$ cat src/rtl/coin_vend_pkg.sv
package coin_vend_pkg;

  localparam int unsigned VAL_W = 8;

  typedef enum logic [1:0] {
    ST_START = 2'b00,
    ST_WAIT  = 2'b01,
    ST_ADD   = 2'b10,
    ST_VEND  = 2'b11
  } vend_state_e;

endpackage

$ cat src/rtl/coin_vend_treg.sv
module coin_vend_treg #(
  parameter int unsigned W = 8
) (
  input  logic         clk,
  input  logic         rst,
  input  logic         clr,
  input  logic         ld,
  input  logic [W-1:0] d,
  output logic [W-1:0] q
);

  always_ff @(posedge clk) begin
    if (rst || clr) begin
      q <= '0;
    end else if (ld) begin
      q <= d;
    end
  end

endmodule

$ cat src/rtl/coin_vend_dp.sv
module coin_vend_dp #(
  parameter int unsigned W = 8
) (
  input  logic         clk,
  input  logic         rst,
  input  logic         tot_clr,
  input  logic         tot_ld,
  input  logic [W-1:0] coin_value,
  input  logic [W-1:0] item_price,
  output logic         tot_below,
  output logic [W-1:0] total
);

  logic [W-1:0] sum_w;

  // Unsigned adder, wraps modulo 2**W
  always_comb begin
    sum_w = total + coin_value;
  end

  coin_vend_treg #(.W(W)) u_treg (
    .clk (clk),
    .rst (rst),
    .clr (tot_clr),
    .ld  (tot_ld),
    .d   (sum_w),
    .q   (total)
  );

  // Unsigned less-than status back to the controller
  always_comb begin
    tot_below = (total < item_price);
  end

endmodule

$ cat src/rtl/coin_vend_fsm.sv
module coin_vend_fsm
  import coin_vend_pkg::*;
(
  input  logic        clk,
  input  logic        rst,
  input  logic        coin_strobe,
  input  logic        tot_below,
  output logic        tot_clr,
  output logic        tot_ld,
  output logic        vend_q,
  output vend_state_e state_q
);

  vend_state_e state_d;

  always_comb begin
    state_d = state_q;
    tot_clr = 1'b0;
    tot_ld  = 1'b0;
    unique case (state_q)
      ST_START: begin
        tot_clr = 1'b1;
        state_d = ST_WAIT;
      end
      ST_WAIT: begin
        if (coin_strobe) begin
          state_d = ST_ADD;
        end else if (!tot_below) begin
          state_d = ST_VEND;
        end
      end
      ST_ADD: begin
        tot_ld  = 1'b1;
        state_d = ST_WAIT;
      end
      ST_VEND: begin
        state_d = ST_START;
      end
      default: begin
        state_d = ST_START;
      end
    endcase
  end

  always_ff @(posedge clk) begin
    if (rst) begin
      state_q <= ST_START;
      vend_q  <= 1'b0;
    end else begin
      state_q <= state_d;
      vend_q  <= (state_d == ST_VEND);
    end
  end

endmodule

$ cat src/rtl/coin_vend_top.sv
module coin_vend_top
  import coin_vend_pkg::*;
#(
  parameter int unsigned W = VAL_W
) (
  input  logic         clk,
  input  logic         rst,
  input  logic         coin_strobe,
  input  logic [W-1:0] coin_value,
  input  logic [W-1:0] item_price,
  output logic         vend_out
);

  logic         tot_clr;
  logic         tot_ld;
  logic         tot_below;
  logic [W-1:0] total;
  vend_state_e  state_q;

  coin_vend_fsm u_fsm (
    .clk         (clk),
    .rst         (rst),
    .coin_strobe (coin_strobe),
    .tot_below   (tot_below),
    .tot_clr     (tot_clr),
    .tot_ld      (tot_ld),
    .vend_q      (vend_out),
    .state_q     (state_q)
  );

  coin_vend_dp #(.W(W)) u_dp (
    .clk        (clk),
    .rst        (rst),
    .tot_clr    (tot_clr),
    .tot_ld     (tot_ld),
    .coin_value (coin_value),
    .item_price (item_price),
    .tot_below  (tot_below),
    .total      (total)
  );

endmodule

$ cat config.mk
export PLATFORM = sky130hd
export DESIGN_NAME = coin_vend_top
export DESIGN_NICKNAME = d
export VERILOG_FILES = /design/src/rtl/coin_vend_pkg.sv /design/src/rtl/coin_vend_treg.sv /design/src/rtl/coin_vend_dp.sv /design/src/rtl/coin_vend_fsm.sv /design/src/rtl/coin_vend_top.sv
export SDC_FILE = /design/constraint.sdc
export NUM_CORES = 1
export LEC_CHECK = 0
export ABC_AREA = 0
export BUFFER_PORTS_ARGS = -buffer_cell sky130_fd_sc_hd__buf_2
export CELL_PAD_IN_SITES_DETAIL_PLACEMENT = 1
export CELL_PAD_IN_SITES_GLOBAL_PLACEMENT = 2
export CORE_ASPECT_RATIO = 2
export CORE_MARGIN = 5
export CORE_UTILIZATION = 31
export DETAILED_ROUTE_END_ITERATION = 10
export PLACE_DENSITY = 0.77
export RECOVER_POWER = 50
export SLEW_MARGIN = 30
export SYNTH_ARGS = -nofsm -noshare
export SYNTH_HDL_FRONTEND = slang
export SYNTH_SLANG_ARGS = --single-unit
export TNS_END_PERCENT = 20
$ cat constraint.sdc
create_clock -name clk -period 2.15 [get_ports clk]
set_clock_uncertainty 0.05 [all_clocks]
set_input_delay 0.1075 -clock clk [delete_from_list [all_inputs] [get_ports clk]]
set_output_delay 0.1075 -clock clk [all_outputs]
set_load 0.01 [all_outputs]
Word level (Yosys, flattened, before mapping)
Cells that the tools add are included.

storage, ports and cells
  flip-flop bits (word level) = 11
  bits of input ports = 19
  output and inout bits = 1
  word-level logic and storage cells = 17

cells by class
  $add $sub $neg = 1
  $lt $le $gt $ge = 1
  eq/ne operators = 4
  muxes and demuxes = 5
  reductions and logical operators = 3

operators by type and width
  kind                  number
  $add A8 B8 Y8         1
  $lt A8 B8 Y1          1
  $eq A2 B2 Y1 const B  3
  $pmux W2 S3           1
  $mux W2               2
  $eq A2 B1 Y1 const B  1
  $logic_not A2 Y1      1
  $mux W1               2
  $reduce_or A2 Y1      1
  $logic_or A1 B1 Y1    1

Logic depth before layout (Yosys ltp)
  depth in word-level cells = 5
  mapped depth = 8
  depth with buffers taken out = 8

By module
From an unflattened synthesis, not the netlist that was laid out.

unflattened totals
  cells, all modules = 101
  area total of the unflattened synthesis = 892.1 sq um

by module, submodules not included
  module          times used  cells each  area an instance (sq um)  sequential area each (sq um)
  coin_vend_dp    1           63          481.7                     0.0
  coin_vend_treg  1           27          295.3                     160.2
  coin_vend_fsm   1           11          115.1                     60.1

Worst setup path before layout
No wires, ideal clock.

  path type = register to register
  start point = register u_dp.u_treg.q[3]
  end point = register u_dp.u_treg.q[7]
  library setup time = 0.074 ns
  arrival = 1.663 ns
  required time = 2.026 ns
  setup slack = 0.363 ns
  stages on the path, launching flop included = 7
  buffers on the path = 0
  period minus slack after synthesis = 1.787 ns
  cell sequence = dfxtp_1 -> ha_1 -> o211ai_1 -> o21a_2 -> mux2i_1 -> or4_1 -> a31oi_1

on the way
  longest elaborated chain between the ends = 1

ends and longest elaborated chain
  item                    RTL line              RTL
  from (decl)             coin_vend_treg.sv:9   output logic [W-1:0] q
  from (signal assigned)  coin_vend_treg.sv:14  q <= '0;
  from (signal assigned)  coin_vend_treg.sv:16  q <= d;
  $add A8 B8 Y8           coin_vend_dp.sv:18    sum_w = total + coin_value;

No other way between the ends.
A chain may end at the register's enable or synchronous reset.

Worst setup path after layout
  start point = register u_dp.u_treg.q[0]
  end point = register u_dp.u_treg.q[6]

Same word-level chain as after synthesis.

==> impl_results.md <==
- Status: complete, no violations
- Placement Cell Area: 1020 um^2
- Fmax achieved: 504 MHz
- Htree depth: 1
- Number of global-route vias before repair: 900
- Dominant cell type by area after synthesis: dfxtp_1
- RSZ-0062 raised after global routing: no
- Synthesized Nets: 145
- Final TNS setup: 0 ns
- Die area: 4230 um^2
- I/O Buffers: 19
- Required @ worst endpoint: 2.24 ns
- Mapped cell area: 922 um^2
- Max cap viols: 0
- Minimum clock period: 1.98 ns
- Type of origin of the critical path: flop
- Pwr per Cell Area: 480 nW/um^2
- Area delta synth->final: 16.3%
- Register area share after synthesis: 23.9%
- Clock Tree Root: clkbuf_8
- First-pass GRT wire length: 3.96 mm
- Clock buffer count from CTS: 3
- Worst min path class: input port to flop
- Worst skew pair latency: 0.24 ns
- Initial core utilization: 31.7%
- Number of flops mapped to enable cells by yosys: 0
- Sink Count: 11
- Syn avg cell area: 8.31 um^2
- Largest net degree at the start of global routing: 13
- Area contributors post-synth: dfxtp_1 24%, ha_1 19%, inv_1 4.9%
- Layout Nets: 167
- Fin crit share: 92.2%
- Leakage: 0.000532 uW
- Worst vdd ir: 206 uV
- Synth cell count leaders: 14 x ha_1, 12 x inv_1, 11 x dfxtp_1
- Post-Syn Instances: 111
- CORE AREA: 2910 um^2
- Crit Path Max Fanout: 3
- Most common cell in the netlist: ha_1
- Die Y: 87.1 um
- Drt pass-1 iters: 2
- DR vias: 863
- Final hold vios: 0
- Number of diodes: 0
- Die X: 48.6 um
- Endpoints failing setup: 0
- Drt via density: 5.33
- Num rows: 28
- Crit path kind: flop to flop
- #FFs+latches synth: 11
- Final core utilization: 36.9%
- GP Congestion: 0.789
- Fin. max-slew vios: 0
- Synth warn: 0
- Total power: 515 uW
- GRT Overall Usage: 12.0%
- WP data arrival: 2.07 ns
- # DRC: 0
- Most used DFF post-synth: dfxtp_1
- Post-route ant nets: 0
- Finished Cell Area: 1070 um^2
- Initial DRC Count: 5
- CTS tree: built
- Total Wirelength: 2.45 mm
- Async SR Flop Fraction: 0%
- Synth top area share: 23.9%
- Reg clk slew, reported paths: 0.05 ns
- Longest Clk Path Bufs: 2
- Number of top-level pins: 20
- Initial antenna violation count: 0
- Slew headroom: 63.0%
- Hold WS: 0.132 ns
- Post-DR wirelength/cell: 15.1 um
- Worst-margin pin slew: 0.554 ns
- GRT overflow: 0
- Crit. End Element: flop
- DP Wirelength: 2.10 mm
- Layout cells sized above 1: 18.9%
- Synth cell types: 34
-- power breakdown --
group / internal [uW] / switching [uW]
Combinational: 40.7 / 49.0
Clock: 130 / 78.7
Sequential: 210 / 6.59
Total: 381 / 134
-- through the flow --
stage	std cells	worst slack (ns)
after CTS	162	0.0406
final	162	0.167
after floorplan	111	0.363
after global placement	158	0.124
after detailed placement	158	0.0546
after global routing	162	0.0232
-- worst max-delay path, stage by stage (launching register included) --
cell and delay [ns]:
dfxtp_1 0.34, ha_1 0.23, inv_1 0.07, fa_1 0.40, nor2b_2 0.18, o31a_1 0.18, o21ai_1 0.09, nor2b_1 0.14
o221ai_1 0.20
-- cell type report --
cell class | instances | area, um^2
well taps | 30 | 37.5
multi-input cells | 85 | 627
flip-flops and latches | 11 | 220
repair buffers | 20 | 97.6
fillers | 393 | 1840
clock buffers | 4 | 45.0
inverters | 12 | 45.0
-- per-layer routing --
metal	global-route usage (%)	share of wire, %	routed length (um)
met1	10.9	34	841
met5	0	0	0
met3	3.09	3.9	95
met2	23.9	61	1480
met4	4.90	1.0	25
-- registers in the layout, summed over array words and instances, names as in the netlist --
register	count
u_fsm.state_q	2
u_dp.u_treg.q	8
u_fsm.vend_q	1
-- timing repair --
action / CTS / global route
setup endpoints to repair: 0 / 2
gates resized for setup: 0 / 3
hold buffers: 0 / 0
buffers inserted: 0 / 0
-- layout by cell type, fill, tap and decap left out, types with 2 or more instances in the layout --
cell type | synthesis | routed
or3_1 | 2 | 2
inv_1 | 12 | 12
o21ai_0 | 2 | 3
nand2_1 | 10 | 10
clkbuf_1 | 0 | 3
buf_2 | 0 | 18
clkbuf_8 | 2 | 3
o31a_1 | 2 | 2
o211ai_1 | 2 | 2
nor3b_1 | 2 | 2
nand4_1 | 2 | 2
a21oi_1 | 7 | 7
nor2_1 | 10 | 10
ha_1 | 14 | 14
o21ai_1 | 4 | 3
nand2b_1 | 3 | 3
o21a_1 | 2 | 2
a21o_1 | 5 | 5
dfxtp_1 | 11 | 11
xor2_1 | 2 | 2
-- worst paths after layout --
kind	start	to	slack, ns	cells after the start
min reg2reg	u_dp.u_treg.q[2]	u_dp.u_treg.q[2]	0.43	2
max	u_dp.u_treg.q[0]	u_dp.u_treg.q[6]	0.17	8
min	coin_strobe	u_fsm.state_q[0]	0.13	3
max reg2reg	u_dp.u_treg.q[0]	u_dp.u_treg.q[6]	0.17	8
-- kinds of logic (layout without fill, tap and decap cells) --
kind of cell / after synthesis / after routing / synth area share [%]
adders and majority gates: 15 / 15 / 21.2
xor gates and xnor gates: 2 / 2 / 1.90
AOI/OAI and AO/OA: 32 / 32 / 23.9
muxes: 1 / 1 / 1.09
and+or+nand+nor: 35 / 35 / 19.0
DFF: 11 / 11 / 23.9
buffers and inverters: 15 / 36 / 9.09
Note: power is estimated with default switching activity, not from simulation.
